File: src/rtl/clksel_pkg.sv
package clksel_pkg;
    localparam int NSRC   = 10;
    localparam int SEL_W  = 4;
    localparam int EN_BIT = 4;
endpackage

File: src/rtl/clksel_cfg.sv
module clksel_cfg #(
    parameter int INT_W = 8,
    parameter int FRAC_W = 4,
    parameter int WD = 12
) (
    input  logic                           clk,
    input  logic                           rst_n,
    input  logic                           ctrl_we,
    input  logic                           div_we,
    input  logic [WD-1:0]                  wr_data,
    input  logic                           apply,
    output logic                           en,
    output logic [clksel_pkg::SEL_W-1:0]   act_sel,
    output logic [INT_W-1:0]               act_int,
    output logic [FRAC_W-1:0]              act_frac
);
    import clksel_pkg::*;

    typedef struct packed {
        logic              en;
        logic [SEL_W-1:0]  p_sel;
        logic [INT_W-1:0]  p_int;
        logic [FRAC_W-1:0] p_frac;
        logic [SEL_W-1:0]  a_sel;
        logic [INT_W-1:0]  a_int;
        logic [FRAC_W-1:0] a_frac;
    } cfg_t;

    cfg_t st_d, st_q;

    always_comb begin
        st_d = st_q;
        if (ctrl_we) begin
            st_d.en    = wr_data[EN_BIT];
            st_d.p_sel = wr_data[SEL_W-1:0];
        end
        if (div_we) begin
            st_d.p_int  = wr_data[INT_W+FRAC_W-1:FRAC_W];
            st_d.p_frac = wr_data[FRAC_W-1:0];
        end
        if (apply) begin
            st_d.a_sel  = st_d.p_sel;
            st_d.a_int  = st_d.p_int;
            st_d.a_frac = st_d.p_frac;
        end
    end

    always_ff @(posedge clk or negedge rst_n) begin
        if (!rst_n) st_q <= '0;
        else        st_q <= st_d;
    end

    assign en       = st_q.en;
    assign act_sel  = st_q.a_sel;
    assign act_int  = st_q.a_int;
    assign act_frac = st_q.a_frac;
endmodule

File: src/rtl/clksel_srcmux.sv
module clksel_srcmux #(
    parameter logic [clksel_pkg::NSRC-1:0] SRC_PRESENT = 10'b01_1111_1111
) (
    input  logic [clksel_pkg::NSRC-1:0]  src_en,
    input  logic [clksel_pkg::SEL_W-1:0] sel,
    output logic                         pulse,
    output logic                         grounded
);
    import clksel_pkg::*;

    logic [NSRC-1:0] usable;
    logic [NSRC-1:0] live;

    for (genvar i = 0; i < NSRC; i++) begin : g_src
        if (i == 0) begin : g_gnd
            assign usable[i] = 1'b0;
        end else begin : g_pop
            assign usable[i] = SRC_PRESENT[i];
        end
        assign live[i] = usable[i] & src_en[i];
    end

    always_comb begin
        pulse    = 1'b0;
        grounded = 1'b1;
        for (int i = 0; i < NSRC; i++) begin
            if (sel == SEL_W'(i)) begin
                pulse    = live[i];
                grounded = ~usable[i];
            end
        end
    end
endmodule

File: src/rtl/clksel_divcore.sv
module clksel_divcore #(
    parameter int INT_W = 8,
    parameter int FRAC_W = 4
) (
    input  logic              clk,
    input  logic              rst_n,
    input  logic              en,
    input  logic              pulse,
    input  logic [INT_W-1:0]  int_div,
    input  logic [FRAC_W-1:0] frac_div,
    output logic              fire,
    output logic              out
);
    typedef struct packed {
        logic [INT_W-1:0]  cnt;
        logic [FRAC_W-1:0] acc;
        logic              ext;
        logic              out;
    } div_t;

    div_t st_d, st_q;
    logic [INT_W-1:0]  ieff;
    logic [INT_W:0]    cnt_inc;
    logic [FRAC_W:0]   sum;

    always_comb begin
        st_d    = st_q;
        st_d.out = 1'b0;
        fire    = 1'b0;
        ieff    = (int_div == '0) ? INT_W'(1) : int_div;
        cnt_inc = {1'b0, st_q.cnt} + 1'b1;
        sum     = {1'b0, st_q.acc} + {1'b0, frac_div};
        if (!en) begin
            st_d = '0;
        end else if (pulse) begin
            if (cnt_inc >= {1'b0, ieff}) begin
                if (sum[FRAC_W] && !st_q.ext) begin
                    st_d.ext = 1'b1;
                end else begin
                    fire     = 1'b1;
                    st_d.cnt = '0;
                    st_d.acc = sum[FRAC_W-1:0];
                    st_d.ext = 1'b0;
                    st_d.out = 1'b1;
                end
            end else begin
                st_d.cnt = cnt_inc[INT_W-1:0];
            end
        end
    end

    always_ff @(posedge clk or negedge rst_n) begin
        if (!rst_n) st_q <= '0;
        else        st_q <= st_d;
    end

    assign out = st_q.out;
endmodule

File: src/rtl/clksel_fracdiv.sv
module clksel_fracdiv #(
    parameter int INT_W = 8,
    parameter int FRAC_W = 4,
    parameter logic [9:0] SRC_PRESENT = 10'b01_1111_1111,
    localparam int WD = (INT_W + FRAC_W > 5) ? INT_W + FRAC_W : 5
) (
    input  logic          clk,
    input  logic          rst_n,
    input  logic          ctrl_we,
    input  logic          div_we,
    input  logic [WD-1:0] wr_data,
    input  logic [9:0]    src_en,
    output logic          clk_en_out
);
    import clksel_pkg::*;

    logic              cfg_en;
    logic [SEL_W-1:0]  act_sel;
    logic [INT_W-1:0]  act_int;
    logic [FRAC_W-1:0] act_frac;
    logic              sel_pulse;
    logic              grounded;
    logic              fire;
    logic              apply;

    assign apply = ~cfg_en | fire | grounded;

    clksel_cfg #(.INT_W(INT_W), .FRAC_W(FRAC_W), .WD(WD)) u_cfg (
        .clk(clk), .rst_n(rst_n), .ctrl_we(ctrl_we), .div_we(div_we),
        .wr_data(wr_data), .apply(apply), .en(cfg_en), .act_sel(act_sel),
        .act_int(act_int), .act_frac(act_frac)
    );

    clksel_srcmux #(.SRC_PRESENT(SRC_PRESENT)) u_mux (
        .src_en(src_en), .sel(act_sel), .pulse(sel_pulse), .grounded(grounded)
    );

    clksel_divcore #(.INT_W(INT_W), .FRAC_W(FRAC_W)) u_div (
        .clk(clk), .rst_n(rst_n), .en(cfg_en), .pulse(sel_pulse),
        .int_div(act_int), .frac_div(act_frac), .fire(fire), .out(clk_en_out)
    );
endmodule

File: config.mk
export PLATFORM = sky130hd
export DESIGN_NAME = clksel_fracdiv
export DESIGN_NICKNAME = d
export VERILOG_FILES = /design/src/rtl/clksel_pkg.sv /design/src/rtl/clksel_cfg.sv /design/src/rtl/clksel_srcmux.sv /design/src/rtl/clksel_divcore.sv /design/src/rtl/clksel_fracdiv.sv
export SDC_FILE = /design/constraint.sdc
export NUM_CORES = 1
export LEC_CHECK = 0
export ABC_AREA = 0
export CORE_ASPECT_RATIO = 0.8
export CORE_MARGIN = 2
export CORE_UTILIZATION = 56
export DETAILED_ROUTE_END_ITERATION = 12
export PLACE_DENSITY = 0.79
export SLEW_MARGIN = 30
export SYNTH_ARGS = -nofsm -noshare
export SYNTH_HDL_FRONTEND = slang
export SYNTH_SLANG_ARGS = --single-unit
File: constraint.sdc
create_clock -name clk -period 4.5 [get_ports clk]
set_input_delay 0.45 -clock clk [delete_from_list [all_inputs] [get_ports clk]]
set_output_delay 0.45 -clock clk [all_outputs]
set_load 0.005 [all_outputs]
==> metrics.cfg <==
[layout]
instances_no_fill=296
insertedDiodeCount=0
area_growth_syn_to_layout_pct=14.7
finish.instance_area_um2=2830
drive_gt1_frac=0.138
layout_net_count=280

[routing]
final_antenna_net_count=0
detail_route.wl_per_cell_um=15.9
wl_met1_um=2230
route.final.wire_length_um=4720
drc=0
routed-wl-met3_um=190
detailedRoute.firstPassIterationCount=4
wl_met2_um=2250
drt_iter0_drc=125
post_drt_via_cell_ratio=6.00
topRoutingLayerUsed=met4
routed-via-count=1775

[placed_design]
place.detailed.hpwl_um=3390
placed_cells_incl_taps=290
routabilityCongestion=0.873
place.port_buffers=24
total_cell_area_at_the_placement_stage_um2=2760

[synth]
synthesis.yosys.warnings=0
synth.top_cells.by_area=sky130_fd_sc_hd__dfrtp_1 (48%), sky130_fd_sc_hd__mux2_2 (8.2%), sky130_fd_sc_hd__mux2_1 (7.3%), sky130_fd_sc_hd__ha_1 (6.6%), sky130_fd_sc_hd__nand3_1 (2.4%)
synth.avg_cell_area_um2=11.4
synth_cells=216
synth.distinct_cells=46
seq_area_frac_synth=0.476
postSynthRegisterBits=47
synth_fp_nets=256
asr_flop_ratio_synth=1.00
post_synth_instance_area_um2=2470
synth_top_area_cell=sky130_fd_sc_hd__dfrtp_1
synth_enable_flop_cells=0
synthFlopType=sky130_fd_sc_hd__dfrtp_1
synth_top_cell_area_share=0.476

[timing]
fin_worst_skew_ps=1.76
timing.slew.headroom=0.470
min_period_over_period=0.805
maxClockFrequency_mhz=276
report.final.hold_viol_count=0
finalSetupViolCount=0
setup_total_negative_slack_ps=0
max_slew.worst_pin.slew_ps=793
unrepaired_setup_endpoints_after_global_routing=no
final.min_clock_period_ps=3620
slew_viol_final=0

[clocking]
h-tree-depth=2
clk_path_buf_depth=2
post-cts-setup-buffers=0
clock_edge_transition_at_the_registers_on_the_reported_setup_and_hold_paths_ps=80
cts.sink_count=47
tritoncts=done
number_of_instances_resized_during_post_cts_repair=0
clk_root_buffer_cell=sky130_fd_sc_hd__clkbuf_8
clk_latency_ps=300
cts_buffers=5
cts_hold_buf=0

[global_routing]
grt_first_pass_wirelength_um=8590
grt_overflow=0
largest_net_degree_at_the_start_of_global_routing=48
first_global_vias=1836
antenna_found_initial=0
globalRouteTotalUtil=0.220

[power]
worst_supply_voltage_drop_on_vdd_mv=0.235
cellLeakagePower_nw=1.24
total_power_mw=1.01
power_density_nw_per_um2=357

[critical_path]
setup.reg_to_reg.worst_slack_ps=880
crit-reg2reg-launch=u_div.st_q[6]$_DFFE_PN0P_
capturing_element_type_of_the_critical_path=register
startpoint_type=register
worstReg2RegEnd=u_cfg.act_int[0]$_DFFE_PN0P_
arrival_ps=3810
path_class=register to register
timing.reg2reg.worst_path_depth=12
cp.required_ps=4680
critPathMaxFanout=15

[floorplanning]
die_x_um=78.2
die_area_um2=4960
rows=21
initial_core_util=0.587
io-pin-count=27
core_region_area_um2=4200
fp.dieH_um=63.4

[job]
maxCapViolCount=0

[min_path]
hp-class=primary input to async pin

[status]
outcome=completed

-- cells by family after synthesis --
logic type      synth area share
buf+inv                   0.0304
fa+ha+maj                 0.0740
xor+xnor                  0.0213
simple gates               0.116
flops                      0.476
compound gates             0.127
mux                        0.155
-- worst max path at each step --
stage	to	cells after the start	slack (ps)	start
floorplan	u_cfg.act_sel[2]$_DFFE_PN0P_	11	1320	u_div.st_q[6]$_DFFE_PN0P_
global placement	u_cfg.act_int[0]$_DFFE_PN0P_	12	1000	u_div.st_q[6]$_DFFE_PN0P_
detailed placement	u_cfg.act_int[0]$_DFFE_PN0P_	12	920	u_div.st_q[6]$_DFFE_PN0P_
CTS	u_cfg.act_int[0]$_DFFE_PN0P_	12	890	u_div.st_q[6]$_DFFE_PN0P_
global route	u_cfg.act_int[5]$_DFFE_PN0P_	12	660	u_div.st_q[6]$_DFFE_PN0P_
finish	u_cfg.act_int[0]$_DFFE_PN0P_	12	880	u_div.st_q[6]$_DFFE_PN0P_
-- area by class of cell --
cell class / count / area (um^2)
Tap cell: 57 / 71.3
Multi-Input combinational cell: 151 / 1220
Clock inverter: 1 / 7.51
Fill cell: 325 / 1370
Clock buffer: 5 / 68.8
Inverter: 8 / 30.0
Sequential cell: 47 / 1180
Timing Repair Buffer: 27 / 260
-- sequential cells by signal, indices dropped and copies added, names as in the netlist --
signal,count
u_cfg.act_frac,4
u_cfg.act_int,8
u_cfg.st_q,16
u_div.st_q,13
u_div.out,1
u_cfg.act_sel,4
u_cfg.en,1
-- per-layer routing --
metal  global-route usage  vias up
met5                    0        -
li1                     -      848
met3               0.0616        7
met2                0.351       42
met1                0.303      878
met4               0.0461        0
-- cells in the mapped netlist, drive strengths merged, types with 2 or more instances --
master / number
dfrtp: 47
mux2: 34
ha: 13
nand2: 13
nand3: 12
a21oi: 8
clkbuf: 8
inv: 8
o21ai: 8
a31oi: 7
nor3: 5
or3: 5
a21o: 4
nor4: 4
nand4: 3
o31ai: 3
xnor2: 3
xor2: 3
a32o: 2
buf: 2
nor2: 2
nor2b: 2
or2: 2
-- per-stage QoR --
stage / hold slack (ps) / util / setup slack [ps]
floorplan: 154 / - / 1320
global placement: 477 / 0.655 / 999
detailed placement: 482 / 0.655 / 925
CTS: 164 / 0.674 / 894
global route: 174 / 0.674 / 657
finish: 146 / 0.674 / 875
-- critical path, stage by stage (launching register included) --
cell and delay, ps:
sky130_fd_sc_hd__dfrtp_1 450, sky130_fd_sc_hd__ha_1 210, sky130_fd_sc_hd__nand3_1 140, sky130_fd_sc_hd__or3_1 390, sky130_fd_sc_hd__nand2_1 80, sky130_fd_sc_hd__ha_1 240
sky130_fd_sc_hd__and3_1 190, sky130_fd_sc_hd__a221oi_1 370, sky130_fd_sc_hd__o211ai_1 170, sky130_fd_sc_hd__buf_4 230, sky130_fd_sc_hd__a311oi_4 390, sky130_fd_sc_hd__buf_4 280
sky130_fd_sc_hd__mux2_1 340
-- cells in the final DEF (no fill, tap or decap), drive strengths merged, types with 3 or more instances in the layout --
cell           count
nor4               4
a31oi              7
dfrtp             47
nor3               5
xor2               3
nand3             12
o21ai              8
o31ai              3
or3                5
clkbuf             5
mux2              34
clkdlybuf4s50     23
xnor2              3
ha                13
a21o               4
nand2             13
nand4              3
inv                8
a21oi              8
buf                4
-- power by group --
group	internal [mW]	switching, mW	leakage, nW	total [mW]
clock	0.103	0.135	0.0361	0.238
sequential	0.475	0.0438	0.582	0.519
combinational	0.117	0.135	0.619	0.253
total	0.696	0.314	1.24	1.01
Note: power is estimated with default switching activity, not from simulation.
